<file path="src/rtl/eewr_pkg.sv">
package eewr_pkg;
    typedef enum logic [1:0] {
        S_RUN     = 2'd0,
        S_WRITE   = 2'd1,
        S_STOP    = 2'd2,
        S_RECOVER = 2'd3
    } eewr_state_e;

    localparam int BIT_WEN  = 0;
    localparam int BIT_BUSY = 1;
    localparam int BIT_STOP = 2;
    localparam int BIT_C0   = 4;
    localparam int BIT_C1   = 5;
endpackage

</file>
<file path="src/rtl/eewr_regs.sv">
module eewr_regs
    import eewr_pkg::*;
(
    input  logic       clk,
    input  logic       rst_n,
    input  logic       reg_wr,
    input  logic [7:0] reg_wdata,
    input  logic       bit_wr,
    input  logic [2:0] bit_sel,
    input  logic       bit_val,
    input  logic       busy,
    output logic       wen,
    output logic       stop,
    output logic [1:0] code,
    output logic [7:0] rdata
);
    logic unused_wbits;
    assign unused_wbits = ^{reg_wdata[7:6], reg_wdata[3], reg_wdata[1]};

    always_ff @(posedge clk or negedge rst_n) begin
        if (!rst_n) begin
            wen  <= 1'b0;
            stop <= 1'b0;
            code <= 2'b00;
        end else if (reg_wr) begin
            wen  <= reg_wdata[BIT_WEN];
            stop <= reg_wdata[BIT_STOP];
            code <= reg_wdata[BIT_C1:BIT_C0];
        end else if (bit_wr) begin
            case (bit_sel)
                3'(BIT_WEN):  wen     <= bit_val;
                3'(BIT_STOP): stop    <= bit_val;
                3'(BIT_C0):   code[0] <= bit_val;
                3'(BIT_C1):   code[1] <= bit_val;
                default: ;
            endcase
        end
    end

    always_comb begin
        rdata           = 8'h00;
        rdata[BIT_WEN]  = wen;
        rdata[BIT_BUSY] = busy;
        rdata[BIT_STOP] = stop;
        rdata[BIT_C0]   = code[0];
        rdata[BIT_C1]   = code[1];
    end

    AST_BYTE_WRITE_LOADS: assert property (@(posedge clk) disable iff (!rst_n)
        reg_wr |=> (wen == $past(reg_wdata[BIT_WEN])) && (stop == $past(reg_wdata[BIT_STOP]))
                   && (code == $past(reg_wdata[BIT_C1:BIT_C0])));
endmodule

</file>
<file path="src/rtl/eewr_timer.sv">
module eewr_timer #(
    parameter int CW = 16
) (
    input  logic          clk,
    input  logic          rst_n,
    input  logic          load,
    input  logic [CW-1:0] load_val,
    output logic          zero
);
    logic [CW-1:0] cnt;

    always_ff @(posedge clk or negedge rst_n) begin
        if (!rst_n)          cnt <= '0;
        else if (load)       cnt <= load_val;
        else if (cnt != '0)  cnt <= cnt - 1'b1;
    end

    assign zero = (cnt == '0);

    AST_TIMER_NO_WRAP: assert property (@(posedge clk) disable iff (!rst_n)
        !load && zero |=> zero);
endmodule

</file>
<file path="src/rtl/eewr_fsm.sv">
module eewr_fsm
    import eewr_pkg::*;
#(
    parameter int AW   = 8,
    parameter int CW   = 16,
    parameter int DUR0 = 17408,
    parameter int REC  = 160
) (
    input  logic          clk,
    input  logic          rst_n,
    input  logic          wen,
    input  logic          stop,
    input  logic [1:0]    code,
    input  logic          req_wr,
    input  logic [AW-1:0] req_addr,
    input  logic [7:0]    req_data,
    input  logic          err_clr,
    input  logic          tmr_zero,
    output eewr_state_e   state,
    output logic          tmr_load,
    output logic [CW-1:0] tmr_val,
    output logic [AW-1:0] arr_addr,
    output logic [7:0]    arr_wdata,
    output logic          err
);
    localparam int DUR1 = 2 * DUR0;

    eewr_state_e state_nx;
    logic        accept;
    logic        reject;

    assign accept = (state == S_RUN) && req_wr && wen && !code[1] && !stop;
    assign reject = req_wr && wen &&
                    (((state == S_RUN) && (code[1] || stop)) ||
                     (state == S_STOP) || (state == S_RECOVER));

    always_comb begin
        state_nx = state;
        unique case (state)
            S_RUN:     if (accept)        state_nx = S_WRITE;
                       else if (stop)     state_nx = S_STOP;
            S_WRITE:   if (!wen)          state_nx = S_RUN;
                       else if (tmr_zero) state_nx = S_RUN;
            S_STOP:    if (!stop)         state_nx = S_RECOVER;
            S_RECOVER: if (stop)          state_nx = S_STOP;
                       else if (tmr_zero) state_nx = S_RUN;
        endcase
    end

    always_ff @(posedge clk or negedge rst_n) begin
        if (!rst_n) state <= S_RUN;
        else        state <= state_nx;
    end

    always_comb begin
        tmr_load = 1'b0;
        tmr_val  = CW'(REC - 1);
        unique case (state)
            S_RUN: if (accept) begin
                tmr_load = 1'b1;
                tmr_val  = code[0] ? CW'(DUR1 - 1) : CW'(DUR0 - 1);
            end
            S_STOP:    tmr_load = !stop;
            S_WRITE:   tmr_load = 1'b0;
            S_RECOVER: tmr_load = 1'b0;
        endcase
    end

    always_ff @(posedge clk or negedge rst_n) begin
        if (!rst_n) begin
            arr_addr  <= '0;
            arr_wdata <= '0;
            err       <= 1'b0;
        end else begin
            if (accept) begin
                arr_addr  <= req_addr;
                arr_wdata <= req_data;
            end
            if (reject)       err <= 1'b1;
            else if (err_clr) err <= 1'b0;
        end
    end

    AST_NO_START_WITHOUT_WEN: assert property (@(posedge clk) disable iff (!rst_n)
        (state == S_RUN) && req_wr && !wen |=> state != S_WRITE);
    AST_ABORT_ON_WEN_LOW: assert property (@(posedge clk) disable iff (!rst_n)
        (state == S_WRITE) && !wen |=> state == S_RUN);
    AST_WRITE_ENDS_AT_ZERO: assert property (@(posedge clk) disable iff (!rst_n)
        (state == S_WRITE) && wen && tmr_zero |=> state == S_RUN);
    AST_ERR_STICKY: assert property (@(posedge clk) disable iff (!rst_n)
        err && !err_clr |=> err);
    AST_STOP_HELD: assert property (@(posedge clk) disable iff (!rst_n)
        (state == S_STOP) && stop |=> state == S_STOP);
    AST_WRITE_LATCH_STABLE: assert property (@(posedge clk) disable iff (!rst_n)
        (state == S_WRITE) && $past(state == S_WRITE) |-> $stable(arr_addr) && $stable(arr_wdata));
endmodule

</file>
<file path="src/rtl/eewr_ctrl.sv">
module eewr_ctrl
    import eewr_pkg::*;
#(
    parameter int AW       = 8,
    parameter int HI_EXP   = 14,
    parameter int LO_EXP   = 10,
    parameter int CLK_HZ   = 8_000_000,
    parameter int RECOV_US = 20
) (
    input  logic          clk,
    input  logic          rst_n,
    input  logic          reg_wr,
    input  logic [7:0]    reg_wdata,
    input  logic          bit_wr,
    input  logic [2:0]    bit_sel,
    input  logic          bit_val,
    output logic [7:0]    reg_rdata,
    input  logic          err_clr,
    output logic          err_flag,
    input  logic          req_wr,
    input  logic [AW-1:0] req_addr,
    input  logic [7:0]    req_data,
    input  logic          req_rd,
    output logic          rd_ok,
    output logic          rd_nrdy,
    output logic          arr_we,
    output logic [AW-1:0] arr_addr,
    output logic [7:0]    arr_wdata,
    output logic          arr_stop,
    output logic          busy,
    output logic          ready
);
    localparam int     DUR0  = (1 << HI_EXP) + (1 << LO_EXP);
    localparam int     DUR1  = 2 * DUR0;
    localparam longint REC_L = (longint'(CLK_HZ) * RECOV_US + 999_999) / 1_000_000;
    localparam int     REC   = (REC_L < 1) ? 1 : int'(REC_L);
    localparam int     CMAX  = (DUR1 > REC) ? DUR1 : REC;
    localparam int     CW    = $clog2(CMAX + 1);

    logic          wen, stop, tmr_load, tmr_zero;
    logic [1:0]    code;
    logic [CW-1:0] tmr_val;
    eewr_state_e   state;

    eewr_regs u_regs (
        .clk(clk), .rst_n(rst_n), .reg_wr(reg_wr), .reg_wdata(reg_wdata),
        .bit_wr(bit_wr), .bit_sel(bit_sel), .bit_val(bit_val), .busy(busy),
        .wen(wen), .stop(stop), .code(code), .rdata(reg_rdata)
    );

    eewr_fsm #(.AW(AW), .CW(CW), .DUR0(DUR0), .REC(REC)) u_fsm (
        .clk(clk), .rst_n(rst_n), .wen(wen), .stop(stop), .code(code),
        .req_wr(req_wr), .req_addr(req_addr), .req_data(req_data),
        .err_clr(err_clr), .tmr_zero(tmr_zero), .state(state),
        .tmr_load(tmr_load), .tmr_val(tmr_val), .arr_addr(arr_addr),
        .arr_wdata(arr_wdata), .err(err_flag)
    );

    eewr_timer #(.CW(CW)) u_timer (
        .clk(clk), .rst_n(rst_n), .load(tmr_load), .load_val(tmr_val), .zero(tmr_zero)
    );

    assign busy     = (state == S_WRITE);
    assign arr_we   = busy;
    assign arr_stop = (state == S_STOP);
    assign ready    = (state == S_RUN) || (state == S_WRITE);
    assign rd_ok    = req_rd && (state == S_RUN);
    assign rd_nrdy  = req_rd && !rd_ok;

    AST_NO_READ_WHILE_BUSY: assert property (@(posedge clk) disable iff (!rst_n)
        busy |-> !rd_ok);
    AST_STOP_NOT_READY: assert property (@(posedge clk) disable iff (!rst_n)
        arr_stop |-> !ready && !busy);
    AST_RESERVED_ZERO: assert property (@(posedge clk) disable iff (!rst_n)
        $past(reg_wr) |-> (reg_rdata[7:6] == 2'b00) && !reg_rdata[3]);
endmodule

</file>
<file path="config.mk">
export PLATFORM = sky130hd
export DESIGN_NAME = eewr_ctrl
export DESIGN_NICKNAME = d
export VERILOG_FILES = /design/src/rtl/eewr_pkg.sv /design/src/rtl/eewr_regs.sv /design/src/rtl/eewr_timer.sv /design/src/rtl/eewr_fsm.sv /design/src/rtl/eewr_ctrl.sv
export SDC_FILE = /design/constraint.sdc
export NUM_CORES = 1
export LEC_CHECK = 0
export BUFFER_PORTS_ARGS = -buffer_cell sky130_fd_sc_hd__buf_2
export CAP_MARGIN = 20
export CORE_ASPECT_RATIO = 0.6
export CORE_UTILIZATION = 30
export CTS_BUF_LIST = sky130_fd_sc_hd__clkbuf_2 sky130_fd_sc_hd__clkbuf_4 sky130_fd_sc_hd__clkbuf_8
export CTS_CLUSTER_SIZE = 25
export DETAILED_ROUTE_END_ITERATION = 10
export SYNTH_ARGS = -nofsm -noshare
export SYNTH_HDL_FRONTEND = slang
export SYNTH_HIERARCHICAL = 1
export SYNTH_SLANG_ARGS = --single-unit
</file>
<file path="constraint.sdc">
create_clock -name clk -period 2 [get_ports clk]
set_input_delay 0.4 -clock clk [delete_from_list [all_inputs] [get_ports clk]]
set_output_delay 0.4 -clock clk [all_outputs]
set_load 0.05 [all_outputs]
</file>
# [After elaboration in Yosys (flattened, before gate mapping)]
# Cells that the tools add are included.
# Widths: inputs -> output; s select.
[word_totals] latchBits=0 memories=0 inputBits=35 ff_bits=39 rom_bits=0 ram_bits=0 output_inout_bits=31
[classes] div_mod_pow=0 add_sub_neg=1 bitwise=0 order_cmp=0 n_eq_ne=8 reduce_logical=33 shift=0 muxes=26 multipliers=0
[ops] cell="$mux 16" n=5
[ops] cell="$logic_not 16->1" n=1
[ops] cell="$mux 2" n=8
[ops] cell="$reduce_bool 16->1" n=1
[ops] cell="$sub 16x1->16 const B" n=1
[ops] cell="$reduce_bool 2->1" n=7
[ops] cell="$mux 1" n=11
[ops] cell="$reduce_and 2->1" n=5
[ops] cell="$logic_and 1x1->1" n=9
[ops] cell="$pmux 2 s4" n=1
[ops] cell="$eq 3x3->1 const B" n=2
[ops] cell="$eq 2x2->1 const B" n=2
[ops] cell="$logic_or 1x1->1" n=4
[ops] cell="$eq 3x2->1 const B" n=1
[ops] cell="$logic_not 1->1" n=3
[ops] cell="$logic_not 3->1" n=1
[ops] cell="$ne 3x1->1 const B" n=1
[ops] cell="$pmux 1 s3" n=1
[ops] cell="$eq 2x1->1 const B" n=1
[ops] cell="$logic_not 2->1" n=1
[ops] cell="$ne 2x2->1 const B" n=1
[ops] cell="$reduce_or 2->1" n=1

# [Depth between registers and ports, before layout]
# Gate-level depths: netlist of run 1.
[depth] depth_word=8 mapped_depth=8

# [Cells and area by module]
# Netlist of run 1, hierarchy kept.
[by_module_without_submodules] mod="eewr_timer" cells_each=104 area_each_um2=1006.0 n_inst=1
[by_module_without_submodules] mod="eewr_fsm" cells_each=71 area_each_um2=922.1 n_inst=1
[by_module_without_submodules] mod="eewr_regs" cells_each=26 area_each_um2=292.8 n_inst=1
[by_module_without_submodules] mod="eewr_ctrl" cells_each=6 area_each_um2=43.8 n_inst=1

# [Worst setup path before layout of run 1]
# Ideal clock, no wire load.
[synth_path] path_type="register to output" from="register u_fsm.state[0]" to="output port busy" arrival_ns=1.601 path_stages_with_launch=3 path_slack_ns=-0.001 path_buffers=1 cell_sequence="dfrtp_1 nor2b_1 buf_4"
[synth_between] elab_chain_cells=1
[synth_lines] item="start, declared" line="eewr_fsm.sv:19" source="output eewr_state_e state,"
[synth_lines] item="start signal, assigned" line="eewr_fsm.sv:52" source="else state <= state_nx;"
[synth_lines] item="$eq 2x1->1" line="eewr_ctrl.sv:63" source="assign busy = (state == S_WRITE);"
[synth_lines] item="end, declared" line="eewr_ctrl.sv:30" source="output logic busy,"
# Every way passes these cells.

# [Final worst setup path of run 1]
[layout_path] from="register u_timer.cnt[1]" to="register u_timer.cnt[1]"
[layout_between] elab_chain_cells=3
[layout_lines] item="start, declared" line="eewr_timer.sv:10" source="logic [CW-1:0] cnt;"
[layout_lines] item="start signal, assigned" line="eewr_timer.sv:14" source="else if (load) cnt <= load_val;"
[layout_lines] item="start signal, assigned" line="eewr_timer.sv:15" source="else if (cnt != '0) cnt <= cnt - 1'b1;"
[layout_lines] item="$sub 16x1->16" line="eewr_timer.sv:15"
[layout_lines] item="$mux 16" line="eewr_timer.sv:15"
[layout_lines] item="$mux 16" line="eewr_timer.sv:14"
# Parallel ways exist; a longest one is shown, timed or not. The select of a mux whose other input is x is not followed.
# A chain may end at the register's enable or synchronous reset.

==> results of run 1 <==
[cell type report]
class                      count  share of cell area, %
multi-input combinational    141                   40.4
sequential                    39                   36.1
timing repair buffer          70                   14.6
tap                          104                   4.82
clock buffer                   5                   2.55
inverter                       7                  0.973
clock inverter                 3                  0.556
[metal layers]
metal,share of wire (%),vias to the layer above
met4,1.3,0
met2,39,55
met3,5.5,8
met1,54,769
met5,0,-
li1,-,807
[worst paths after layout]
path	startpoint	to
max in group asynchronous	rst_n	u_fsm/arr_addr[3]
min in group clk	reg_wdata[0]	u_regs/wen
worst min-delay path	rst_n	u_fsm/arr_wdata[2]
worst min register to register	u_fsm/err	u_fsm/err
worst max register to register	u_timer/cnt[1]	u_timer/cnt[1]
worst max-delay path	u_timer/cnt[1]	u_timer/cnt[1]
[metrics by stage]
step | hold slack [ps] | cells
after global routing | 192 | 369
after floorplan | 104 | 216
final | 155 | 369
after CTS | 183 | 369
after global placement | 481 | 361
after detailed placement | 485 | 361
[critical path: stages, from the launching register on]
cell and delay [ps]:
dfrtp_1 410, inv_1 90, ha_1 210, nor3b_4 240, buf_4 200, and3_1 230
a21oi_1 80, o31a_1 290
[state kept, by name, indices dropped and copies added, names as in the netlist]
register,flops
u_fsm/arr_wdata,8
u_regs/wen,1
u_fsm/arr_addr,8
u_fsm/state,2
u_regs/code,2
u_fsm/err,1
u_timer/cnt,16
u_regs/stop,1
[cell families after synthesis]
| family | share of synthesized area, % |
|---|---|
| and+or+nand+nor | 19.2 |
| DFF | 43.1 |
| buffers and inverters | 10.8 |
| AOI/OAI and AO/OA | 9.84 |
| muxes | 13.0 |
| xor gates and xnor gates | 3.09 |
| other | 0.497 |
| adders and majority gates | 0.552 |
[power by group]
| part | internal, mW | switching [mW] | total (mW) |
|---|---|---|---|
| combinational | 0.636 | 1.02 | 1.66 |
| clock | 0.239 | 0.283 | 0.522 |
| sequential | 1.04 | 0.249 | 1.29 |
| total | 1.92 | 1.55 | 3.47 |
[what timing repair did]
action                     in CTS  in global routing
hold endpoints to repair        0                  0
setup endpoints to repair       0                  1
gates resized for setup         0                  1
hold buffers                    0                  0
[Yosys cell counts (3+ instances only)]
library cell	count
dfrtp_1	39
buf_4	22
mux2_2	13
nand2_1	13
nand2b_1	9
nor2_1	8
o21ai_0	8
xnor2_1	8
inv_1	7
mux2_4	7
nor2b_1	6
o211a_1	6
a21oi_1	4
nor3_1	4
clkbuf_1	3
conb_1	3
nand3b_1	3
nand4b_1	3
==> impl_metrics.sql, run 1 <==
INSERT INTO impl_metrics (metric_group, metric, value, unit) VALUES
('detailed_routing', 'post_drt_wl_per_cell', '12.0', 'um'),
('global_route', 'globalRouteTotalUtil', '12.0', '%'),
('global_route', 'grt_pass1_vias', '1477', ''),
('worst_setup_path', 'startpoint_type', 'register', ''),
('worst_setup_path', 'critPathArrivalTime', '2040', 'ps'),
('timing', 'fin_skew', '5.22', 'ps'),
('cells_and_area', 'finish.instance_area', '2700', 'um^2'),
('global_route', 'antenna_found_initial', '0', ''),
('timing', 'finalHoldViolations', '0', ''),
('placement', 'placedInstanceArea', '2610', 'um^2'),
('min_path', 'min-delay-path-class', 'in2async', ''),
('timing', 'grt_setup_unrepaired', 'no', ''),
('timing', 'final.setup.tns', '0', 'ps'),
('status', 'outcome', 'complete, no violations', ''),
('placement', 'place_congestion', '0.750', ''),
('worst_setup_path', 'crit_fanout', '8', ''),
('power', 'design_power_total', '3.47', 'mW'),
('timing', 'slew_viol_final', '0', ''),
('global_route', 'met1_usage', '18.1', '%'),
('die', 'core', '7300', 'um^2'),
('detailed_routing', 'drt_iter0_drc', '38', ''),
('die', 'chipHeight', '69.3', 'um'),
('detailed_routing', 'post-route-drc-count', '0', ''),
('detailed_routing', 'antenna_violating_nets_post_route', '0', ''),
('cells_and_area', 'final_core_utilization', '37.0', '%'),
('synthesis', 'synth_seq_cells', '39', ''),
('synthesis', 'synth.top_cell.area_share', '43.1', '%'),
('clock_tree', 'htree_num_levels', '2', ''),
('global_route', 'pin_count_of_the_biggest_net_entering_global_routing', '40', ''),
('synthesis', 'netlist.top_cell.by_area', 'dfrtp_1', ''),
('die', 'dieArea', '7910', 'um^2'),
('timing', 'clock.fmax', '537', 'MHz'),
('synthesis', 'netlist_area', '2260', 'um^2'),
('worst_setup_path', 'r2r_cells', '7', ''),
('cells_and_area', 'most-common-layout-cells', 'buf_2, dfrtp_1, nand2_1, mux2_2, conb_1', ''),
('worst_setup_path', 'endpoint_type_of_the_worst_setup_path', 'register', ''),
('worst_setup_path', 'worstSetupPathType', 'reg2reg', ''),
('timing', 'worst_slack', '139', 'ps'),
('global_route', 'grt_first_pass_wirelength', '7270', 'um'),
('cells_and_area', 'fill_cells', '735', ''),
('synthesis', 'synth_edf_count', '0', ''),
('run', 'drv_cap', '0', ''),
('synthesis', 'synth_cells', '207', ''),
('global_route', 'grt_use_met2', '15.8', '%'),
('synthesis', 'netlist-cell-type-count', '48', ''),
('global_route', 'global_route.usage.met3', '3.67', '%'),
('power', 'power-per-cell-area', '1280', 'nW/um^2'),
('synthesis', 'syn_avg_cell_area', '10.9', 'um^2'),
('cells_and_area', 'layout.cells.most_common', 'buf_2', ''),
('clock_tree', 'cts-root-to-sink-buffers', '2', ''),
('detailed_routing', 'vias', '1639', ''),
('clock_tree', 'tritoncts_clock_tree', 'done', ''),
('die', 'ios', '66', ''),
('cells_and_area', 'nNetsFinal', '300', ''),
('clock_tree', 'worst_setup_hold_path_clk_slew', '70', 'ps'),
('clock_tree', 'worst_skew_pair.late_latency', '290', 'ps'),
('synthesis', 'yosysWarningCount', '6', ''),
('die', 'floorplan.initialDensity', '31.0', '%'),
('worst_setup_path', 'cp.required', '2180', 'ps'),
('synthesis', 'yosys-top-cells-area', 'dfrtp_1, buf_4, mux2_2', ''),
('timing', 'post-route-period-util', '93.1', '%'),
('global_route', 'grt_most_used_layer', 'met1', ''),
('cells_and_area', 'n_antenna_cell', '0', ''),
('clock_tree', 'post_cts.repair.setup_buffers', '0', ''),
('clock_tree', 'clock-root-buffer', 'clkbuf_8', ''),
('detailed_routing', 'vias_per_cell', '4.44', ''),
('clock_tree', 'clock-sinks', '39', ''),
('cells_and_area', 'drive_above_1_share', '40.8', '%'),
('die', 'floorplan.die.width', '114', 'um'),
('worst_setup_path', 'r2r_slack', '140', 'ps'),
('detailed_routing', 'detail_route.first_pass.iterations', '4', '');
(Power assumes the default switching activity.)
==> inputs of run 2 (changes only) <==
- RECOVER_POWER: unset -> 25
==> run 2 against run 1 <==
  * Critical path depth unchanged
  * Largest power group unchanged
  * Total power barely moved
  * Critical path type unchanged
  * Sequential share of layout area hardly changed
  * Largest cell class unchanged
  * Setup slack is essentially flat
  * Cell count did not move
  * Count of clock-buffer cells in the layout is the same
  * Non-clock buffer count is the same
  * Via count barely moved
==> impl_metrics.sql, run 2 (synthesis results as in run 1) <==
INSERT INTO impl_metrics (metric_group, metric, value, unit) VALUES
('cells_and_area', 'layout.cells.most_common', 'buf_2', ''),
('worst_setup_path', 'startpoint_type', 'register', ''),
('timing', 'minimum_hold_slack', '332', 'ps'),
('cells_and_area', 'finish.instance_area', '2700', 'um^2'),
('clock_tree', 'worst_skew_pair.late_latency', '290', 'ps'),
('detailed_routing', 'drt_wl_total', '4440', 'um'),
('timing', 'grt_setup_unrepaired', 'no', ''),
('timing', 'worst_slew_pin_slew', '963', 'ps'),
('cells_and_area', 'largest_register_ff_count', '16', ''),
('cells_and_area', 'layout_top_registers', 'u_timer/cnt: 16 flops, u_fsm/arr_addr: 8 flops, u_fsm/arr_wdata: 8 flops', ''),
('clock_tree', 'htree_num_levels', '2', ''),
('global_route', 'antenna_found_initial', '0', ''),
('cells_and_area', 'regMostFlops', 'u_timer/cnt', ''),
('power', 'total_leakage_power', '1.34', 'nW'),
('timing', 'post-route-period-util', '93.1', '%'),
('clock_tree', 'cts-root-to-sink-buffers', '2', ''),
('placement', 'hpwl', '3200', 'um'),
('cells_and_area', 'layout-area-overhead-vs-synth', '19.1', '%'),
('worst_setup_path', 'endpoint_type_of_the_worst_setup_path', 'register', ''),
('die', 'chipHeight', '69.3', 'um'),
('detailed_routing', 'post-route-drc-count', '0', ''),
('global_route', 'globalRouteTotalUtil', '12.0', '%'),
('timing', 'post-route-min-period', '1860', 'ps'),
('timing', 'final-setup-viol-count', '0', ''),
('power', 'power-per-cell-area', '1290', 'nW/um^2'),
('clock_tree', 'worst_setup_hold_path_clk_slew', '80', 'ps'),
('cells_and_area', 'finalNonFillerCells', '369', ''),
('worst_setup_path', 'cp.required', '2180', 'ps'),
('timing', 'worst_slack', '139', 'ps'),
('worst_setup_path', 'worstSetupPathType', 'reg2reg', ''),
('clock_tree', 'clock-root-buffer', 'clkbuf_8', ''),
('detailed_routing', 'vias_per_cell', '4.44', ''),
('clock_tree', 'tritoncts.num_buffers', '5', ''),
('global_route', 'grt_pass1_vias', '1477', ''),
('die', 'core.rowCount', '24', ''),
('cells_and_area', 'nNetsFinal', '300', ''),
('cells_and_area', 'n_antenna_cell', '0', ''),
('power', 'power.ir.vdd_worst', '0.000465', 'V'),
('cells_and_area', 'drive_above_1_share', '40.8', '%'),
('worst_setup_path', 'critPathArrivalTime', '2040', 'ps'),
('timing', 'max_slew_margin', '35.8', '%'),
('die', 'ios', '66', ''),
('cells_and_area', 'final_core_utilization', '37.0', '%'),
('global_route', 'grt_first_pass_wirelength', '7270', 'um'),
('clock_tree', 'cts.repair.resized', '0', ''),
('status', 'outcome', 'complete, no violations', ''),
('clock_tree', 'clock-sinks', '39', ''),
('placement', 'pre_cts_ws', '106', 'ps'),
('timing', 'slew_viol_final', '0', ''),
('placement', 'placedInstanceArea', '2610', 'um^2'),
('detailed_routing', 'antenna_violating_nets_post_route', '0', ''),
('placement', 'port_buffers', '58', ''),
('clock_tree', 'hold_buffers_post_cts', '0', ''),
('clock_tree', 'post_cts.repair.setup_buffers', '0', ''),
('clock_tree', 'tritoncts_clock_tree', 'done', ''),
('detailed_routing', 'vias', '1638', ''),
('detailed_routing', 'detail_route.first_pass.iterations', '4', ''),
('worst_setup_path', 'crit_fanout', '8', ''),
('detailed_routing', 'post_drt_wl_per_cell', '12.0', 'um'),
('timing', 'fin_skew', '5.16', 'ps'),
('min_path', 'min-delay-path-class', 'in2reg', ''),
('placement', 'place.detailed.instances', '361', ''),
('die', 'floorplan.initialDensity', '31.0', '%'),
('cells_and_area', 'most-common-layout-cells', 'buf_2, dfrtp_1, nand2_1, mux2_2, conb_1', ''),
('detailed_routing', 'drt_iter0_drc', '38', ''),
('die', 'dieArea', '7910', 'um^2'),
('timing', 'clock.fmax', '537', 'MHz'),
('die', 'floorplan.die.width', '114', 'um'),
('run', 'drv_cap', '0', ''),
('global_route', 'globalRouteOverflowTotal', '0', ''),
('power', 'design_power_total', '3.47', 'mW'),
('timing', 'finalHoldViolations', '0', ''),
('global_route', 'pin_count_of_the_biggest_net_entering_global_routing', '40', ''),
('timing', 'final.setup.tns', '0', 'ps'),
('placement', 'place_congestion', '0.750', ''),
('die', 'core', '7300', 'um^2');
-- run 2: cell count changes in the layout (fill, tap and decap cells not counted) --
cell,previous run,this run
buf_4,11,10
clkbuf_2,0,1
-- run 2: layout make-up --
cell class                      count  area, um^2
Fill cell                         736        4600
Multi-Input combinational cell    141        1090
Sequential cell                    39         976
Timing Repair Buffer               70         390
Tap cell                          104         130
Clock buffer                        5        68.8
Inverter                            7        26.3
Clock inverter                      3        15.0
-- run 2: path summary, 6_finish.rpt --
check	start	to	slack [ps]	cells past startpoint
setup / recovery	u_timer/cnt[1]	u_timer/cnt[1]	140	7
hold / removal	reg_wdata[0]	u_regs/wen	330	3
setup reg to reg	u_timer/cnt[1]	u_timer/cnt[1]	140	7
hold reg to reg	u_fsm/err	u_fsm/err	500	1
max in group asynchronous	rst_n	u_fsm/arr_addr[3]	1070	2
min in group asynchronous	rst_n	u_fsm/arr_wdata[1]	340	2
-- run 2: critical path: stages, from the launching register on --
cell     delay [ps]
dfrtp_1         410
inv_1            90
ha_1            210
nor3b_4         240
buf_4           200
and3_1          230
a21oi_1          80
o31a_1          290
-- run 2: power breakdown --
group	switching (mW)	internal [mW]
clock	0.283	0.239
combinational	1.02	0.635
sequential	0.249	1.04
total	1.55	1.92
-- run 2: metal layers --
| layer | share of wire (%) | vias up | GRT usage [%] |
|---|---|---|---|
| li1 | - | 807 | - |
| met1 | 54 | 768 | 18.1 |
| met4 | 1.3 | 0 | 4.33 |
| met5 | 0 | - | 0 |
| met3 | 5.5 | 8 | 3.67 |
| met2 | 39 | 55 | 15.8 |
==> inputs of run 3 (changes only) <==
- clock period: 2 -> 2.25 ns (I/O delays scaled with it)
==> run 3 against run 2 <==
  * Critical path type unchanged
  * Cell count is 0.81% lower
  * Setup slack better by 200 ps
  * Register-to-register slack gained 200 ps
  * Fmax fell by 2.5%
  * Global-route usage up 0.84 points
  * First-iteration DRC count increased to 2.6 times the previous value
  * Total power fell by 5.0%
==> impl_metrics.sql, run 3 (synthesis results as in run 1) <==
INSERT INTO impl_metrics (metric_group, metric, value, unit) VALUES
('power', 'design_power_total', '3.29', 'mW'),
('cells_and_area', 'drive_above_1_share', '39.3', '%'),
('status', 'outcome', 'complete, no violations', ''),
('timing', 'fin_skew', '7.70', 'ps'),
('worst_setup_path', 'critical_path.n_buffers_inverters', '1', ''),
('worst_setup_path', 'endpoint_type_of_the_worst_setup_path', 'register', ''),
('min_path', 'min-delay-path-class', 'in2reg', ''),
('worst_setup_path', 'critPathArrivalTime', '2090', 'ps'),
('die', 'core', '7300', 'um^2'),
('worst_setup_path', 'worstSetupPathType', 'reg2reg', ''),
('clock_tree', 'hold_buffers_post_cts', '0', ''),
('worst_setup_path', 'critPathTopFamily', 'compound AO/OA/AOI/OAI gates', ''),
('detailed_routing', 'post-route-drc-count', '0', ''),
('timing', 'slew_viol_final', '0', ''),
('die', 'floorplan.initialDensity', '31.0', '%'),
('clock_tree', 'htree_num_levels', '2', ''),
('detailed_routing', 'drt_iter0_drc', '97', ''),
('worst_setup_path', 'crit_fanout', '14', ''),
('clock_tree', 'worst_skew_pair.late_latency', '300', 'ps'),
('die', 'ios', '66', ''),
('clock_tree', 'worst_setup_hold_path_clk_slew', '80', 'ps'),
('run', 'drv_cap', '0', ''),
('power', 'power-per-cell-area', '1220', 'nW/um^2'),
('clock_tree', 'tritoncts.num_buffers', '5', ''),
('detailed_routing', 'post_drt_wl_per_cell', '12.3', 'um'),
('timing', 'finalHoldViolations', '0', ''),
('detailed_routing', 'vias', '1623', ''),
('detailed_routing', 'detail_route.first_pass.iterations', '4', ''),
('power', 'power.ir.vdd_worst', '0.000639', 'V'),
('die', 'core.rowCount', '24', ''),
('worst_setup_path', 'startpoint_type', 'register', ''),
('die', 'dieArea', '7910', 'um^2'),
('placement', 'port_buffers', '58', ''),
('worst_setup_path', 'timing.critical_path.slowest_cell_delay', '480', 'ps'),
('clock_tree', 'post_cts.repair.setup_buffers', '0', ''),
('cells_and_area', 'nNetsFinal', '297', ''),
('timing', 'worst_slew_pin_slew', '989', 'ps'),
('timing', 'post-route-min-period', '1910', 'ps'),
('global_route', 'grt_pass1_vias', '1523', ''),
('cells_and_area', 'fill_cells', '732', ''),
('power', 'clkPwrFrac', '21.5', '%'),
('clock_tree', 'cts.repair.resized', '0', ''),
('detailed_routing', 'drt_wl_total', '4510', 'um'),
('detailed_routing', 'vias_per_cell', '4.43', ''),
('detailed_routing', 'antenna_violating_nets_post_route', '0', ''),
('clock_tree', 'clock-sinks', '39', ''),
('power', 'power.switching', '1.38', 'mW'),
('power', 'power.share.switching', '41.8', '%'),
('cells_and_area', 'n_antenna_cell', '0', ''),
('cells_and_area', 'layout_top_registers', 'u_timer/cnt: 16 flops, u_fsm/arr_addr: 8 flops, u_fsm/arr_wdata: 8 flops', ''),
('die', 'floorplan.die.width', '114', 'um'),
('global_route', 'antenna_found_initial', '0', ''),
('global_route', 'pin_count_of_the_biggest_net_entering_global_routing', '40', ''),
('power', 'total_leakage_power', '1.34', 'nW'),
('cells_and_area', 'most-common-layout-cells', 'buf_2, dfrtp_1, nand2_1, mux2_2, conb_1', ''),
('placement', 'pre_cts_ws', '323', 'ps'),
('cells_and_area', 'largest_register_ff_count', '16', ''),
('timing', 'post-route-period-util', '84.8', '%'),
('global_route', 'globalRouteOverflowTotal', '0', ''),
('clock_tree', 'cts-root-to-sink-buffers', '2', ''),
('power', 'p_comb_share', '43.1', '%'),
('die', 'chipHeight', '69.3', 'um'),
('placement', 'place_congestion', '0.731', ''),
('global_route', 'grt_first_pass_wirelength', '7640', 'um'),
('timing', 'grt_setup_unrepaired', 'no', ''),
('power', 'p_int', '1.92', 'mW'),
('timing', 'max_slew_margin', '34.0', '%'),
('timing', 'final-setup-viol-count', '0', ''),
('timing', 'final.setup.tns', '0', 'ps'),
('worst_setup_path', 'worst_path_max_delay_cell', 'a211oi_2', ''),
('cells_and_area', 'layout-area-overhead-vs-synth', '19.6', '%'),
('cells_and_area', 'regMostFlops', 'u_timer/cnt', ''),
('power', 'sequentialPowerShare', '35.4', '%'),
('cells_and_area', 'layout.cells.most_common', 'buf_2', ''),
('clock_tree', 'clock-root-buffer', 'clkbuf_8', ''),
('worst_setup_path', 'cp.required', '2430', 'ps'),
('placement', 'hpwl', '3210', 'um'),
('clock_tree', 'tritoncts_clock_tree', 'done', ''),
('timing', 'clock.fmax', '524', 'MHz'),
('worst_setup_path', 'worstPathCellList', 'nand3b_1, a211oi_2, buf_4, nor2b_1, a221o_1', ''),
('timing', 'worst_slack', '342', 'ps'),
('global_route', 'globalRouteTotalUtil', '12.8', '%');
-- run 3: cell types whose count changed in the layout (fill, tap and decap cells not counted) --
cell and change:
nor2b_2 -1, buf_12 -1, or3_4 -1, nor2b_1 +1
bufinv_16 +2, clkbuf_4 +1, or3_1 +1, buf_4 -2
clkinv_2 -3
-- run 3: worst register-to-register path, stage by stage, from the launching register on --
cell      delay, ps
dfrtp_1         430
nand3b_1        220
a211oi_2        480
buf_4           280
nor2b_1          70
a221o_1         310
-- run 3: final timing paths --
check	startpoint	to	slack, ps	depth (start not counted)
worst max-delay path	u_regs/code[1]	u_timer/cnt[14]	340	5
worst max register to register	u_regs/code[1]	u_timer/cnt[14]	340	5
worst min-delay path	reg_wdata[0]	u_regs/wen	360	3
max in group asynchronous	rst_n	u_fsm/state[1]	1250	2
min in group asynchronous	rst_n	u_fsm/arr_wdata[0]	380	2
worst min register to register	u_fsm/arr_addr[7]	u_fsm/arr_addr[7]	500	1
-- run 3: through the flow --
step	instance area [um^2]	std cells	hold WS (ps)	utilization, %
6_report	2710	366	357	37.1
5_1_grt	2710	366	351	37.1
3_5_place_dp	2570	358	485	35.3
2_1_floorplan	2300	216	154	-
4_1_cts	2710	366	211	37.1
3_3_place_gp	2570	358	483	35.3
-- run 3: power by group through the flow --
| stage | sequential, mW | combinational [mW] | clock [mW] |
|---|---|---|---|
| 2_1_floorplan | 1.45 | 0.803 | 0 |
| 3_3_place_gp | 1.17 | 1.41 | 0 |
| 3_5_place_dp | 1.17 | 1.42 | 0 |
| 4_1_cts | 1.17 | 1.43 | 0.731 |
| 5_1_grt | 1.20 | 1.52 | 0.763 |
| 6_report | 1.17 | 1.42 | 0.709 |
-- run 3: layer usage --
| layer | up-vias | global-route usage, % | share of wire, % |
|---|---|---|---|
| met1 | 766 | 18.9 | 53 |
| met5 | - | 0 | 0 |
| met3 | 8 | 5.59 | 7.2 |
| met2 | 47 | 16.2 | 39 |
| li1 | 802 | - | - |
| met4 | 0 | 4.76 | 1.4 |
-- run 3: area by class of cell --
class | instances | area, um^2 | area share [%]
clock inverters | 2 | 60.1 | 2.22
well taps | 104 | 130 | 4.81
multi-input cells | 141 | 1080 | 40.0
flip-flops and latches | 39 | 976 | 36.0
repair buffers | 67 | 355 | 13.1
inverters | 7 | 26.3 | 0.970
clock buffers | 6 | 76.3 | 2.82
